`src/rtl/adc_seq_pkg.sv`:
```
package adc_seq_pkg;
    localparam int NCH  = 8;
    localparam int GRP  = 4;
    localparam int DW   = 14;
    localparam int CH_W = $clog2(NCH);
    localparam int PR_W = $clog2(GRP);

    typedef enum logic {ST_IDLE, ST_RUN} seq_state_e;

    typedef struct packed {
        seq_state_e      st;
        logic            phase;
        logic [PR_W:0]   pairs;
        logic [CH_W-1:0] wr_cnt;
        logic            done;
    } seq_t;
endpackage

```
`src/rtl/adc_clkdiv.sv`:
```
module adc_clkdiv #(
    parameter int DIV_W   = 5,
    parameter int DIV_MIN = 4,
    parameter int DIV_MAX = 30
) (
    input  logic             clk,
    input  logic             rst_n,
    input  logic             restart,
    input  logic             run,
    input  logic [DIV_W-1:0] div_in,
    output logic             tick,
    output logic             adc_clk
);
    localparam logic [DIV_W-1:0] LO  = DIV_W'(DIV_MIN);
    localparam logic [DIV_W-1:0] HI  = DIV_W'(DIV_MAX);
    localparam logic [DIV_W-1:0] ONE = DIV_W'(1);

    logic [DIV_W-1:0] div_d, div_q, cnt_d, cnt_q, clamped;

    always_comb begin
        if (div_in < LO)      clamped = LO;
        else if (div_in > HI) clamped = HI;
        else                  clamped = div_in;
    end

    always_comb begin
        div_d   = div_q;
        cnt_d   = cnt_q;
        tick    = run && (cnt_q == div_q - ONE);
        adc_clk = run && (cnt_q < (div_q >> 1));
        if (restart) begin
            div_d = clamped;
            cnt_d = '0;
        end else if (run) begin
            cnt_d = tick ? '0 : cnt_q + ONE;
        end
    end

    always_ff @(posedge clk or negedge rst_n) begin
        if (!rst_n) begin
            div_q <= LO;
            cnt_q <= '0;
        end else begin
            div_q <= div_d;
            cnt_q <= cnt_d;
        end
    end
endmodule

```
`src/rtl/adc_result_bank.sv`:
```
module adc_result_bank
    import adc_seq_pkg::*;
(
    input  logic                clk,
    input  logic                rst_n,
    input  logic                clear,
    input  logic                wr_en,
    input  logic [CH_W-1:0]     wr_ch,
    input  logic [DW-1:0]       wr_data,
    output logic [NCH*DW-1:0]   res_flat,
    output logic [NCH-1:0]      oor
);
    logic [NCH-1:0][DW-1:0] reg_d, reg_q;
    logic [NCH-1:0]         oor_d, oor_q;

    always_comb begin
        reg_d = reg_q;
        oor_d = oor_q;
        if (clear) oor_d = '0;
        if (wr_en) begin
            reg_d[wr_ch] = wr_data;
            oor_d[wr_ch] = (wr_data == '0) || (&wr_data);
        end
    end

    always_ff @(posedge clk or negedge rst_n) begin
        if (!rst_n) begin
            reg_q <= '0;
            oor_q <= '0;
        end else begin
            reg_q <= reg_d;
            oor_q <= oor_d;
        end
    end

    for (genvar c = 0; c < NCH; c++) begin : g_ch
        assign res_flat[c*DW +: DW] = reg_q[c];
    end
    assign oor = oor_q;
endmodule

```
`src/rtl/adc_seq_top.sv`:
```
module adc_seq_top
    import adc_seq_pkg::*;
#(
    parameter int DIV_W   = 5,
    parameter int DIV_MIN = 4,
    parameter int DIV_MAX = 30,
    parameter int NUM_SRC = 4,
    localparam int SRC_W  = (NUM_SRC > 1) ? $clog2(NUM_SRC) : 1
) (
    input  logic               clk,
    input  logic               rst_n,
    input  logic [DIV_W-1:0]   div_sel,
    input  logic [SRC_W-1:0]   src_sel,
    input  logic [NUM_SRC-1:0] start_src,
    input  logic               res_valid,
    input  logic [DW-1:0]      res_data,
    output logic               adc_clk,
    output logic               sample,
    output logic [PR_W-1:0]    pair,
    output logic               busy,
    output logic               done,
    output logic [NCH*DW-1:0]  res_flat,
    output logic [NCH-1:0]     oor
);
    localparam logic [CH_W-1:0] LAST_WR = CH_W'(NCH - 1);

    seq_t            d, q;
    logic            start_go, tick, wr_en;
    logic [CH_W-1:0] wr_ch;

    always_comb begin
        d        = q;
        d.done   = 1'b0;
        start_go = (q.st == ST_IDLE) && start_src[src_sel];
        sample   = (q.st == ST_RUN) && tick && !q.phase && !q.pairs[PR_W];
        wr_en    = (q.st == ST_RUN) && res_valid;
        // order A0,B0,A1,B1,...: low bit picks the group, upper bits the input
        wr_ch    = {q.wr_cnt[0], q.wr_cnt[CH_W-1:1]};
        if (start_go) begin
            d.st     = ST_RUN;
            d.phase  = 1'b0;
            d.pairs  = '0;
            d.wr_cnt = '0;
        end else if (q.st == ST_RUN) begin
            if (tick)   d.phase = ~q.phase;
            if (sample) d.pairs = q.pairs + 1'b1;
            if (wr_en) begin
                d.wr_cnt = q.wr_cnt + 1'b1;
                if (q.wr_cnt == LAST_WR) begin
                    d.st   = ST_IDLE;
                    d.done = 1'b1;
                end
            end
        end
    end

    always_ff @(posedge clk or negedge rst_n) begin
        if (!rst_n) begin
            q <= '{st: ST_IDLE, phase: 1'b0, pairs: '0, wr_cnt: '0, done: 1'b0};
        end else begin
            q <= d;
        end
    end

    assign busy = (q.st == ST_RUN);
    assign done = q.done;
    assign pair = q.pairs[PR_W-1:0];

    adc_clkdiv #(
        .DIV_W  (DIV_W),
        .DIV_MIN(DIV_MIN),
        .DIV_MAX(DIV_MAX)
    ) u_div (
        .clk    (clk),
        .rst_n  (rst_n),
        .restart(start_go),
        .run    (busy),
        .div_in (div_sel),
        .tick   (tick),
        .adc_clk(adc_clk)
    );

    adc_result_bank u_bank (
        .clk     (clk),
        .rst_n   (rst_n),
        .clear   (start_go),
        .wr_en   (wr_en),
        .wr_ch   (wr_ch),
        .wr_data (res_data),
        .res_flat(res_flat),
        .oor     (oor)
    );
endmodule

```
`config.mk`:
```
export PLATFORM = sky130hd
export DESIGN_NAME = adc_seq_top
export DESIGN_NICKNAME = d
export VERILOG_FILES = /design/src/rtl/adc_seq_pkg.sv /design/src/rtl/adc_clkdiv.sv /design/src/rtl/adc_result_bank.sv /design/src/rtl/adc_seq_top.sv
export SDC_FILE = /design/constraint.sdc
export NUM_CORES = 1
export LEC_CHECK = 0
export ABC_CLOCK_PERIOD_IN_PS = 4700
export BUFFER_PORTS_ARGS = -buffer_cell sky130_fd_sc_hd__buf_2
export CORE_MARGIN = 10
export CORE_UTILIZATION = 54
export DETAILED_ROUTE_END_ITERATION = 8
export PLACE_DENSITY_LB_ADDON = 0.2
export SYNTH_ARGS = -nofsm -noshare
export SYNTH_HDL_FRONTEND = slang
export SYNTH_SLANG_ARGS = --single-unit
```
`constraint.sdc`:
```
create_clock -name clk -period 4.7 [get_ports clk]
set_input_delay 0.47 -clock clk [delete_from_list [all_inputs] [get_ports clk]]
set_output_delay 0.47 -clock clk [all_outputs]
set_load 0.01 [all_outputs]
```
# [Word level (Yosys, flattened, before mapping)]
# Index checks and enable logic that the tools add are counted.
[classes] n_reduce_logical=20 eq_ne=2 add_sub_neg=4 magnitude_cmp=6 mux=24 n_bitwise=2
[ops] operator="112-bit bitwise mux" count=1
[ops] operator="14-bit demux with 3-bit select" count=1
[ops] operator="5-bit 2-to-1 mux" count=5
[ops] operator="8-bit 2-to-1 mux" count=3
[ops] operator="14-bit zero test" count=1
[ops] operator="14-bit 2-to-1 mux" count=1
[ops] operator="14-bit AND reduction" count=1
[ops] operator="9-bit 2-to-1 mux" count=1
[ops] operator="8-bit bitwise mux" count=1
[ops] operator="1-bit logical AND" count=8
[ops] operator="2-bit nonzero test" count=4
[ops] operator="1-bit 2-to-1 mux" count=7
[ops] operator="3-bit by 1-bit adder with 3-bit output (second input constant)" count=2
[ops] operator="2-bit AND reduction" count=3
[ops] operator="5-bit by 1-bit adder with 5-bit output (second input constant)" count=1
[ops] operator="5-bit == test" count=1
[ops] operator="5-bit > comparator (second input constant)" count=1
[ops] operator="5-bit by 3-bit less-than comparator with 1-bit output (second input constant)" count=1
[ops] operator="5-bit by 4-bit less-than comparator with 1-bit output" count=1
[ops] operator="5-bit by 1-bit subtractor with 5-bit output (second input constant)" count=1
[ops] operator="3-bit by 4-bit less-than comparator with 1-bit output (second input constant)" count=1
[ops] operator="4-bit 2-to-1 mux" count=1
[ops] operator="1-bit demux with 3-bit select" count=1
[ops] operator="3-bit == test (second input constant)" count=1
[ops] operator="7 further kinds" count=9
[totals] input_bits=28 reg_bits=139 elab_cells=74 output_inout_bits=126

# [Longest topological paths before layout]
[logic_depth] ltp_word=9 ltp_mapped=7 mapped_depth_nobuf=7

# [Cells and area by module]
# A second synthesis with hierarchy kept.
[hier_totals] cells_unflattened=416 hier_area_um2=5964.5
[by_module_without_submodules] module="adc_result_bank" area_each_um2=4778.3 instances=1 seq_area_each_um2=3002.9 cells_each=295
[by_module_without_submodules] module="adc_clkdiv" area_each_um2=663.1 instances=1 seq_area_each_um2=251.5 cells_each=71
[by_module_without_submodules] module="adc_seq_top" area_each_um2=523.0 instances=1 seq_area_each_um2=225.2 cells_each=50

# [Worst setup path before layout]
# Ideal clock, no wire load.
[synth_path] path_kind="register to output" start="reg u_div.div_q[0]" end="out sample" t_required_ps=4230 arrival_ps=1888 setup_slack_ps=2342 path_buffers=0 stages_incl_launch_ff=8 cell_sequence="dfrtp_1 -> inv_1 -> ha_1 -> xnor2_1 -> a211oi_2 -> o311ai_4 -> or4b_4 -> inv_1"
[synth_between] elab_chain_cells=6
[synth_rtl] element="start, declared" line="adc_clkdiv.sv:18" text="logic [DIV_W-1:0] div_d, div_q, cnt_d, cnt_q, clamped;"
[synth_rtl] element="start signal, assigned" line="adc_clkdiv.sv:44" text="div_q <= div_d;"
[synth_rtl] element="5-bit by 1-bit subtractor with 5-bit output" line="adc_clkdiv.sv:29" text="tick = run && (cnt_q == div_q - ONE);"
[synth_rtl] element="5-bit == test" line="adc_clkdiv.sv:29"
[synth_rtl] element="1-bit logical AND" line="adc_clkdiv.sv:29"
[synth_rtl] element="1-bit logical AND (3 in a row)" line="adc_seq_top.sv:35" text="sample = (q.st == ST_RUN) && tick && !q.phase && !q.pairs[PR_W];"
[synth_rtl] element="end, declared" line="adc_seq_top.sv:18" text="output logic sample,"
# Every way passes these cells.

# [Worst setup path in the final report]
# Same ends and word-level chain as after synthesis.

==> metrics.md <==
| Metric | Value |
|---|---|
| Width of the die | `124 microns` |
| Final cycle utilization of the critical path | `0.656` |
| Drt initial violations | `222` |
| Core footprint | `10400 sq um` |
| Highest-count cells in the layout ignoring fill and taps | `buf_2 (152), dfrtp_1 (138), mux2_2 (115), nand2_1 (22), clkbuf_16 (16)` |
| Seq cells post-synth | `139` |
| Final setup vio count | `0` |
| Setup crit end | `sample` |
| CTS tree | `done` |
| Antenna Cells | `0` |
| Ys flop type | `dfrtp_1` |
| Initial antenna violation count | `0` |
| Grt ovf | `0` |
| Commonest non-fill, non-tap cell in the layout | `buf_2` |
| RSZ-0062 raised after global routing | `false` |
| Setup crit start | `u_div.div_q[0]$_DFFE_PN0P_` |
| Power per cell area | `744 nW/um^2` |
| Top cell by count, worst path | `inv_1` |
| WL/cell | `19.9 microns` |
| Hold Slack | `-0.00625 ns` |
| FP Rows | `37` |
| CTS Sinks | `139` |
| Syn avg cell area | `13.8 sq um` |
| Grt met2 use | `0.306` |
| Worst r2r path cells | `3` |
| Vias in the first global route | `4045` |
| Syn_nets | `458` |
| Fin Setup TNS | `0 ns` |
| Vias per inst | `5.34` |
| Number of cells on the critical path | `8` |
| Initial Util | `0.561` |
| DRT Pass-1 Iters | `4` |
| Total GRT Usage | `0.191` |
| CTS HTree Levels | `4` |
| Post-synth top area cell | `dfrtp_1` |
| GRT met1 Usage | `0.229` |
| Crit Reg-Reg Startpoint | `busy$_DFF_PN0_` |
| Synth warn | `0` |
| Hold_buf cts | `0` |
| Resize count post-CTS | `0` |
| Critical Path Start Type | `flip-flop` |
| Data arrival, critical path | `2.61 ns` |
| Slew HR | `0.288` |
| Total Wirelength | `14.2 mm` |
| Final hold viol count | `1` |
| Die height | `124 microns` |
| Clock Tree Buf Depth | `2` |
| CP Capture Type | `output pin` |
| Max incr delay on CP | `0.55 ns` |
| Clk slew on worst S/H paths | `0.06 ns` |
| Ys async rst share | `1.00` |
| Residual DRC | `0` |
| Req. time, crit path | `4.23 ns` |
| Status | `complete, but fails checks` |
| Clk_skew | `0.00599 ns` |
| Sum of buffers and inverters on the critical path | `3` |
| Slew Viols, Final | `0` |
| R2r setup slk | `2.12 ns` |
| Top-level I/O count | `154` |
| Maximum vdd drop | `0.397 mV` |
| Slowest CP cell | `or4b_4` |
| Crit-path cells | `inv_1 > ha_1 > xnor2_1 > a211oi_2 > o311ai_4 > or4b_4 > inv_1 > buf_2` |
| Clock root buffer | `clkbuf_8` |
| GP Congestion | `0.810` |
| Total power | `5.36 mW` |
| Post-CTS setup buffers | `0` |
| Critical path peak fanout | `10` |
| Busiest grt layer | `met2` |
| Largest net degree at the start of global routing | `89` |
| Num CTS Buffers | `17` |
| Worst Tran Pin Value | `1.06 ns` |
| Crit path time final | `3.08 ns` |
| First-pass GRT wire length | `22.4 mm` |
| Hpwl dp | `10.1 mm` |
| Post-synth cell types | `37` |
| Sequential fraction of the synthesis area | `0.596` |
| CP delay by family, top | `simple AND/OR/NAND/NOR gates` |
| P_leak | `3.46 nW` |
| Syn Std Cell Area | `5840 sq um` |
| Failing checks | `negative hold slack` |
| Max frequency | `325 MHz` |
| M3 GR Usage | `0.0787` |
| Final antenna-violating net count | `0` |
| Cells after Synth | `422` |
| Nets | `599` |
| Synth-to-Final Area Change | `23.3%` |
| Share of post-route cells with drive strength above 1 | `0.542` |
| Die area | `15400 sq um` |
| Worst R2R End | `u_bank.res_flat[16]$_DFFE_PN0P_` |
| Worst skew pair latency | `0.52 ns` |
| Max_cap viols | `0` |
| Post-synth EDFFs | `0` |
| Top cells by area, synth | `dfrtp_1 (59%), mux2_2 (22%), mux2i_1 (2.1%)` |
| Crit Path Category | `flip-flop to output pin` |
| Top-area cell type share of the netlist area | `0.591` |
| Worst Hold Class | `input port to asynchronous set/reset pin` |
| # port buffers | `153` |
| Vias | `3804` |
==> metal layers <==
| metal | vias up | part of all wire |
|---|---|---|
| li1 | 1768 | - |
| met1 | 1898 | 0.41 |
| met2 | 113 | 0.49 |
| met3 | 25 | 0.085 |
| met4 | 0 | 0.017 |
| met5 | - | 0 |
==> cell families after synthesis <==
family                     synth area share
adders and majority gates            0.0171
buffers and inverters                0.0345
muxes                                 0.242
and+or+nand+nor                      0.0623
xor gates and xnor gates             0.0133
AOI/OAI and AO/OA                    0.0349
DFF                                   0.596
==> synth_stat cells (4+ instances only) <==
library cell	count
dfrtp_1	138
mux2_2	115
nand2_1	22
clkbuf_1	16
o21ai_0	15
mux2i_1	12
inv_1	11
nor2_1	10
clkbuf_2	8
ha_1	8
nand3_1	8
buf_2	6
and3_1	5
a31oi_1	4
buf_4	4
nand4_1	4
xor2_1	4
==> report_power, final <==
| group | internal (mW) | total, mW | switching, mW |
|---|---|---|---|
| clock network | 0.677 | 1.19 | 0.513 |
| registers | 1.77 | 2.13 | 0.370 |
| logic | 1.03 | 2.04 | 1.01 |
==> how the worst min path moves through the flow <==
stage                                                from                          endpoint  slack [ns]  cells past startpoint
after floorplan                                     rst_n                    busy$_DFF_PN0_        0.17                      0
after global placement                   q[6]$_DFFE_PN0P_                  q[6]$_DFFE_PN0P_        0.48                      1
after detailed placement  u_bank.res_flat[12]$_DFFE_PN0P_   u_bank.res_flat[12]$_DFFE_PN0P_        0.49                      1
after CTS                                           rst_n  u_bank.res_flat[101]$_DFFE_PN0P_        0.01                      1
after global routing                                rst_n   u_bank.res_flat[74]$_DFFE_PN0P_        0.06                      1
final                                               rst_n  u_bank.res_flat[101]$_DFFE_PN0P_      -0.006                      1
==> state kept, by name (all words and copies together), names as in the netlist <==
signal and flops:
u_bank.res_flat 112, u_bank.oor 8, q 5, u_div.cnt_q 5, u_div.div_q 5, pair 2, busy 1, done 1
==> through the flow <==
stage | util | std cells | setup slack (ns) | instance area (sq um)
3_5_place_dp | 0.640 | 680 | 2.10 | 6670
3_3_place_gp | 0.640 | 680 | 2.21 | 6670
2_1_floorplan | - | 422 | 2.34 | 5840
4_1_cts | 0.692 | 712 | 1.60 | 7210
5_1_grt | 0.692 | 712 | 1.48 | 7210
6_report | 0.692 | 712 | 1.62 | 7210
==> worst reg2reg max path, cell delays in order, from the launching register on <==
cell	delay (ns)
dfrtp_1	0.76
nand2_1	0.30
nor4b_4	0.98
mux2_2	0.43
==> area by class of cell <==
type | count | area [sq um]
Clock buffer | 19 | 442
Clock inverter | 13 | 93.8
Fill cell | 781 | 3210
Inverter | 11 | 41.3
Multi-Input combinational cell | 238 | 2180
Sequential cell | 139 | 3480
Tap cell | 136 | 170
Timing Repair Buffer | 156 | 795
Note: power is estimated with default switching activity, not from simulation.
